--- config.mk ---
export PLATFORM = sky130hd
export DESIGN_NAME = irq_dispatcher
export DESIGN_NICKNAME = d
export VERILOG_FILES = /design/src/rtl/irq_disp_pkg.sv /design/src/rtl/irq_pending.sv /design/src/rtl/irq_arbiter.sv /design/src/rtl/irq_save_bank.sv /design/src/rtl/irq_dispatcher.sv
export SDC_FILE = /design/constraint.sdc
export NUM_CORES = 1
export LEC_CHECK = 0
export BUFFER_PORTS_ARGS = -buffer_cell sky130_fd_sc_hd__buf_2
export CORE_UTILIZATION = 50
export DETAILED_ROUTE_END_ITERATION = 12
export HOLD_SLACK_MARGIN = 0.03
export PLACE_DENSITY = 0.77
export SLEW_MARGIN = 20
export SYNTH_ARGS = -nofsm -noshare
export SYNTH_HDL_FRONTEND = slang
export SYNTH_SLANG_ARGS = --single-unit
--- constraint.sdc ---
create_clock -name clk -period 9.1 [get_ports clk]
set_input_delay 0.91 -clock clk [delete_from_list [all_inputs] [get_ports clk]]
set_output_delay 0.91 -clock clk [all_outputs]
set_load 0.1 [all_outputs]
--- src/rtl/irq_disp_pkg.sv ---
`timescale 1ns/1ps
package irq_disp_pkg;
  localparam int LVL_W      = 4;
  localparam int EXCM_BIT   = 4;
  localparam int USER_BIT   = 5;
  localparam int CAUSE_LVL1 = 4;

  typedef enum logic [2:0] {
    OP_NONE      = 3'd0,
    OP_RAISE     = 3'd1,
    OP_WAIT      = 3'd2,
    OP_RETURN    = 3'd3,
    OP_WR_STATUS = 3'd4,
    OP_WR_SAVE   = 3'd5
  } op_e;
endpackage

--- src/rtl/irq_pending.sv ---
`timescale 1ns/1ps
module irq_pending #(
  parameter int                 NUM_LINES  = 8,
  parameter logic [NUM_LINES-1:0] TIMER_MASK = '0
) (
  input  logic                 clk,
  input  logic                 rst,
  input  logic                 set_we,
  input  logic [NUM_LINES-1:0] set_bits,
  input  logic                 clr_we,
  input  logic [NUM_LINES-1:0] clr_bits,
  input  logic [NUM_LINES-1:0] timer_hit,
  input  logic                 en_we,
  input  logic [NUM_LINES-1:0] en_bits,
  output logic [NUM_LINES-1:0] pend_q,
  output logic [NUM_LINES-1:0] en_q
);
  logic [NUM_LINES-1:0] set_m, clr_m, soft_next;

  always_comb begin
    set_m     = set_we ? set_bits : '0;
    clr_m     = clr_we ? clr_bits : '0;
    // clear applied after set: clear wins on a shared bit
    soft_next = (pend_q | set_m) & ~clr_m & ~TIMER_MASK;
  end

  always_ff @(posedge clk) begin
    if (rst) begin
      pend_q <= '0;
      en_q   <= '0;
    end else begin
      pend_q <= soft_next | (timer_hit & TIMER_MASK);
      if (en_we) en_q <= en_bits;
    end
  end
endmodule

--- src/rtl/irq_arbiter.sv ---
`timescale 1ns/1ps
module irq_arbiter
  import irq_disp_pkg::*;
#(
  parameter int                         NUM_LINES   = 8,
  parameter logic [NUM_LINES*LVL_W-1:0] LINE_LEVELS = '0
) (
  input  logic [NUM_LINES-1:0] active,
  input  logic [LVL_W-1:0]     cur_lvl,
  input  logic                 excm,
  output logic                 hit,
  output logic [LVL_W-1:0]     best_lvl
);
  logic [NUM_LINES-1:0] elig;
  logic [LVL_W-1:0]     line_lvl [NUM_LINES];

  for (genvar i = 0; i < NUM_LINES; i++) begin : g_line
    assign line_lvl[i] = LINE_LEVELS[i*LVL_W +: LVL_W];
    assign elig[i] = active[i] && (line_lvl[i] > cur_lvl) &&
                     !(excm && (line_lvl[i] == LVL_W'(1)));
  end

  always_comb begin
    best_lvl = '0;
    for (int i = 0; i < NUM_LINES; i++) begin
      if (elig[i] && (line_lvl[i] > best_lvl)) best_lvl = line_lvl[i];
    end
    hit = |elig;
  end
endmodule

--- src/rtl/irq_save_bank.sv ---
`timescale 1ns/1ps
module irq_save_bank #(
  parameter int ADDR_W = 4,
  parameter int STAT_W = 32,
  parameter int PC_W   = 32
) (
  input  logic              clk,
  input  logic              we,
  input  logic [ADDR_W-1:0] waddr,
  input  logic [STAT_W-1:0] wstat,
  input  logic [PC_W-1:0]   wpc,
  input  logic [ADDR_W-1:0] ret_addr,
  output logic [STAT_W-1:0] ret_stat,
  output logic [PC_W-1:0]   ret_pc,
  input  logic [ADDR_W-1:0] rd_addr,
  output logic [STAT_W-1:0] rd_stat,
  output logic [PC_W-1:0]   rd_pc
);
  localparam int DEPTH = 1 << ADDR_W;

  logic [STAT_W-1:0] stat_mem [DEPTH];
  logic [PC_W-1:0]   pc_mem   [DEPTH];

  initial begin
    for (int i = 0; i < DEPTH; i++) begin
      stat_mem[i] = '0;
      pc_mem[i]   = '0;
    end
  end

  always_ff @(posedge clk) begin
    if (we) begin
      stat_mem[waddr] <= wstat;
      pc_mem[waddr]   <= wpc;
    end
    rd_stat <= stat_mem[rd_addr];
    rd_pc   <= pc_mem[rd_addr];
  end

  assign ret_stat = stat_mem[ret_addr];
  assign ret_pc   = pc_mem[ret_addr];
endmodule

--- src/rtl/irq_dispatcher.sv ---
`timescale 1ns/1ps
module irq_dispatcher
  import irq_disp_pkg::*;
#(
  parameter int                         NUM_LINES   = 8,
  parameter int                         STAT_W      = 32,
  parameter int                         PC_W        = 32,
  parameter int                         CAUSE_W     = 8,
  parameter logic [NUM_LINES*LVL_W-1:0] LINE_LEVELS = 32'h6241_3211,
  parameter logic [NUM_LINES-1:0]       TIMER_MASK  = 8'h50
) (
  input  logic                 clk,
  input  logic                 rst,
  input  logic                 sw_set_we,
  input  logic [NUM_LINES-1:0] sw_set_bits,
  input  logic                 sw_clr_we,
  input  logic [NUM_LINES-1:0] sw_clr_bits,
  input  logic [NUM_LINES-1:0] timer_hit,
  input  logic                 en_we,
  input  logic [NUM_LINES-1:0] en_bits,
  input  logic                 op_valid,
  input  logic [2:0]           op_code,
  input  logic [LVL_W-1:0]     op_level,
  input  logic [STAT_W-1:0]    op_data,
  input  logic [PC_W-1:0]      op_pc,
  input  logic [PC_W-1:0]      cur_pc,
  input  logic [LVL_W-1:0]     save_rd_level,
  output logic [NUM_LINES-1:0] pending_o,
  output logic [NUM_LINES-1:0] enable_o,
  output logic [STAT_W-1:0]    status_o,
  output logic [CAUSE_W-1:0]   cause_o,
  output logic [STAT_W-1:0]    op_rdata_o,
  output logic                 take_valid_o,
  output logic [LVL_W-1:0]     take_level_o,
  output logic                 waiting_o,
  output logic                 resume_valid_o,
  output logic [PC_W-1:0]      resume_pc_o,
  output logic [STAT_W-1:0]    save_rd_status_o,
  output logic [PC_W-1:0]      save_rd_pc_o
);
  op_e                op;
  logic               hit, take;
  logic [LVL_W-1:0]   best_lvl;
  logic               sv_we;
  logic [LVL_W-1:0]   sv_addr;
  logic [STAT_W-1:0]  sv_stat, ret_stat;
  logic [PC_W-1:0]    sv_pc, ret_pc;

  assign op = op_e'(op_code);

  irq_pending #(.NUM_LINES(NUM_LINES), .TIMER_MASK(TIMER_MASK)) u_pend (
    .clk(clk), .rst(rst),
    .set_we(sw_set_we), .set_bits(sw_set_bits),
    .clr_we(sw_clr_we), .clr_bits(sw_clr_bits),
    .timer_hit(timer_hit),
    .en_we(en_we), .en_bits(en_bits),
    .pend_q(pending_o), .en_q(enable_o)
  );

  irq_arbiter #(.NUM_LINES(NUM_LINES), .LINE_LEVELS(LINE_LEVELS)) u_arb (
    .active(pending_o & enable_o),
    .cur_lvl(status_o[LVL_W-1:0]),
    .excm(status_o[EXCM_BIT]),
    .hit(hit),
    .best_lvl(best_lvl)
  );

  // operations own the cycle; acceptance waits for a free one
  assign take = hit && !op_valid;

  always_comb begin
    sv_we   = take || (op_valid && op == OP_WR_SAVE);
    sv_addr = take ? best_lvl : op_level;
    sv_stat = take ? status_o : op_data;
    sv_pc   = take ? cur_pc   : op_pc;
  end

  irq_save_bank #(.ADDR_W(LVL_W), .STAT_W(STAT_W), .PC_W(PC_W)) u_save (
    .clk(clk),
    .we(sv_we), .waddr(sv_addr), .wstat(sv_stat), .wpc(sv_pc),
    .ret_addr(op_level), .ret_stat(ret_stat), .ret_pc(ret_pc),
    .rd_addr(save_rd_level), .rd_stat(save_rd_status_o), .rd_pc(save_rd_pc_o)
  );

  always_ff @(posedge clk) begin
    if (rst) begin
      status_o       <= '0;
      cause_o        <= '0;
      op_rdata_o     <= '0;
      take_valid_o   <= 1'b0;
      take_level_o   <= '0;
      waiting_o      <= 1'b0;
      resume_valid_o <= 1'b0;
      resume_pc_o    <= '0;
    end else begin
      take_valid_o   <= 1'b0;
      resume_valid_o <= 1'b0;
      if (op_valid) begin
        case (op)
          OP_RAISE: begin
            op_rdata_o               <= status_o;
            status_o[LVL_W-1:0]      <= op_level;
          end
          OP_WAIT: begin
            status_o[LVL_W-1:0]      <= op_level;
            waiting_o                <= 1'b1;
          end
          OP_RETURN: begin
            status_o                 <= ret_stat;
            resume_pc_o              <= ret_pc;
            resume_valid_o           <= 1'b1;
          end
          OP_WR_STATUS: status_o     <= op_data;
          default: ;
        endcase
      end else if (take) begin
        take_valid_o         <= 1'b1;
        take_level_o         <= best_lvl;
        waiting_o            <= 1'b0;
        status_o[EXCM_BIT]   <= 1'b1;
        if (best_lvl == LVL_W'(1)) cause_o <= CAUSE_W'(CAUSE_LVL1);
        else                       status_o[LVL_W-1:0] <= best_lvl;
      end
    end
  end
endmodule

==> impl_metrics.json <==
{
  "drv_slew": 0,
  "crit_family": "buffers and inverters",
  "layout.cells.non_filler": 4400,
  "cts.sinks": 1207,
  "finalSetupViolCount": 0,
  "r2r_cells": 8,
  "htree_levels": 3,
  "grt_usage_pct": 26.77,
  "grt_max_degree": 147,
  "area_growth_pct": 13.51,
  "hold_viol": 0,
  "slowest_stage": "nor4bb_1",
  "crit_path_start": "status_o[2]$_SDFFE_PP0P_",
  "ys_seq_area_share_pct": 65.68,
  "hp-class": "in -> reg",
  "crit_type": "reg -> reg",
  "vdd_ir_drop_max_v": 0.0001475,
  "cp_common_cell": "buf_4",
  "drc_errors": 0,
  "startpoint_type": "register",
  "overflow": 0,
  "synth_area_leader_cell": "edfxtp_1",
  "arrival_ps": 5170,
  "die_area_um2": 106100,
  "r2r_start": "status_o[2]$_SDFFE_PP0P_",
  "worstSetupEndpoint": "u_save.pc_mem[2][15]$_DFFE_PP_",
  "clk_latency_ps": 720,
  "synth.ff_latch_count": 1207,
  "setup_slack_ps": 4251,
  "numCtsBuffers": 119,
  "fp.dieW_um": 325.7,
  "async_flop_share_pct": 0,
  "final_util_pct": 57.38,
  "grt_pass1_wl_um": 206300,
  "dp_hpwl_um": 77670,
  "die_h_um": 325.7,
  "path_clk_slew_ps": 60,
  "ios": 336,
  "reg2reg_setup_slack_ps": 4250,
  "slowest_delay_ps": 860,
  "reg2reg_to": "u_save.pc_mem[2][15]$_DFFE_PP_",
  "yosys-top-cells-area": "edfxtp_1, mux4_2, dfxtp_1",
  "layout_min_cycle_time_ps": 4849,
  "cp_max_fo": 37,
  "post-route-period-util_pct": 53.29,
  "synth.cell_area_um2": 52390,
  "rows": 118,
  "avgSynthCellArea_um2": 20.02,
  "yosysMostFrequentCell": "edfxtp_1",
  "cts_hold_buf": 0,
  "finClkSkew_ps": 39.24,
  "core_area_um2": 103600,
  "p_per_area_nw_per_um2": 208.6,
  "outcome": "complete, no violations",
  "drive_gt1_share_pct": 41.32,
  "cts_tree": "done",
  "cp_cell_sequence": "nor4bb_1, a2bb2oi_1, a31oi_4, buf_4, nor2_1, nor3_2, buf_4, buf_4",
  "drtAntennaViolNets": 0,
  "dp.cells": 4167,
  "wire_per_inst_um": 32.40,
  "ys_types": 54,
  "synth_common_cells": "edfxtp_1, mux4_2, dfxtp_1, clkbuf_1, nand2_1",
  "antenna_found_initial": 8,
  "rsz0062_at_grt": "no",
  "first_pass_iters": 5,
  "vias": 29990,
  "floorplan.initialDensity_pct": 50.55,
  "cp.depth": 8,
  "fill_cells": 7389,
  "leakagePower_nw": 19.31,
  "synth_edf_count": 1024,
  "synth_flop_cell": "edfxtp_1",
  "maxCapViolations": 0,
  "nets": 3053,
  "io_buffers": 317,
  "path_buf_inv": 3,
  "tightest_slew_ps": 1160,
  "yosys_warnings": 0,
  "post_cts_buffers": 0,
  "vias_per_cell": 6.816,
  "gp_congestion": 0.8441,
  "yosysTopAreaCellShare_pct": 58.69,
  "clock_path_buffers": 3,
  "cp-end-kind": "register",
  "cts_root_buffer": "clkbuf_16",
  "drtIter0Drc": 3948,
  "grt_pass1_vias": 31130,
  "max-slew-margin-rel_pct": 22.50,
  "fmax_mhz": 206.2,
  "ctsResizeCount": 0,
  "syn_inst": 2617,
  "crit_required_ps": 9420,
  "dp_slack_ps": 4243,
  "wirelength_um": 142600
}
-- worst min path at each step --
stage	startpoint	slack [ps]	to	cells past startpoint
6_report	sw_clr_bits[2]	390	u_pend.pend_q[2]$_SDFF_PP0_	2
5_1_grt	sw_clr_bits[2]	380	u_pend.pend_q[2]$_SDFF_PP0_	2
4_1_cts	sw_clr_bits[2]	360	u_pend.pend_q[2]$_SDFF_PP0_	2
3_5_place_dp	op_rdata_o[15]$_SDFFE_PP0P_	440	op_rdata_o[15]$_SDFFE_PP0P_	2
3_3_place_gp	op_rdata_o[12]$_SDFFE_PP0P_	440	op_rdata_o[12]$_SDFFE_PP0P_	2
2_1_floorplan	status_o[4]$_SDFFE_PP0P_	490	op_rdata_o[4]$_SDFFE_PP0P_	2
-- kinds of logic (layout without fill, tap and decap cells) --
kind of cell           Yosys count  after routing  synth area share, %
flip-flops                    1207           1207                65.68
multiplexers                   655            655                26.47
AO/OA/AOI/OAI                  295            295                3.983
AND/OR/NAND/NOR                241            241                2.059
buffers and inverters          217            606                1.777
other                            1             15             0.007157
XOR/XNOR                         1              1              0.01672
-- per-stage QoR --
step,TNS (ps),area [µm²],total power (W),hold WS [ps]
after floorplan,-9155,52420,0.007238,490.9
after global placement,0,55470,0.007538,439.6
after detailed placement,0,55470,0.007570,443.1
after CTS,0,59450,0.01246,362.4
after global routing,0,59450,0.01271,381.8
final,0,59470,0.01240,390.0
-- cell usage in the layout (no fill, tap or decap), types with 4 or more instances in the layout --
cell type      n
mux2i_1       11
a211oi_1      39
a21oi_1       74
clkbuf_8      16
clkinv_2      30
mux2_2        66
a22oi_1       58
dfxtp_1      183
clkbuf_16    120
conb_1         8
bufinv_16     10
mux4_2       578
edfxtp_1    1024
a221oi_1      32
clkbuf_1      18
buf_8          4
nor3_2        12
nor2_1        58
diode_2        7
buf_4         59
clkinvlp_4     4
nor2b_1        5
o21ai_0       36
nor3_1        31
buf_2        310
clkinv_1      17
clkinv_4       5
a22o_1        34
nand3_1        5
nand2_1      101
-- worst register-to-register path: stages (launching register included) --
cell and delay [ps]:
dfxtp_1 430, nor4bb_1 860, a2bb2oi_1 350, a31oi_4 250, buf_4 600, nor2_1 280
nor3_2 290, buf_4 540, buf_4 830
-- report_power, final --
group / switching [W] / total [W] / internal, W
Combinational: 0.000891 / 0.00129 / 0.000397
Sequential: 0.0000547 / 0.00617 / 0.00612
Clock: 0.00210 / 0.00494 / 0.00284
-- cell type report --
type | instances | area (µm²) | share of cell area (%)
inverter | 4 | 15.01 | 0.02525
clock inverter | 72 | 690.7 | 1.161
antenna | 7 | 17.52 | 0.02946
sequential | 1207 | 34410 | 57.87
multi-input combinational | 1200 | 17200 | 28.92
tap | 1380 | 1727 | 2.903
timing repair buffer | 376 | 2115 | 3.556
clock buffer | 154 | 3291 | 5.533
-- sequential cells by signal, indices dropped and copies added, names as in the netlist, 32 cells and up --
name / flops
u_save.pc_mem: 512
u_save.stat_mem: 512
op_rdata_o: 32
resume_pc_o: 32
status_o: 32
u_save.rd_pc: 32
u_save.rd_stat: 32
-- per-layer routing --
layer  vias to the layer above  routed length (µm)  GRT usage (%)
met5                         -                  27              0
met2                      2049               73230          45.93
met3                       345               14360          4.677
li1                      11850                   -              -
met4                         4                5819          10.87
met1                     15740               49150          33.93
No activity file was read; power rests on OpenSTA's default activity.
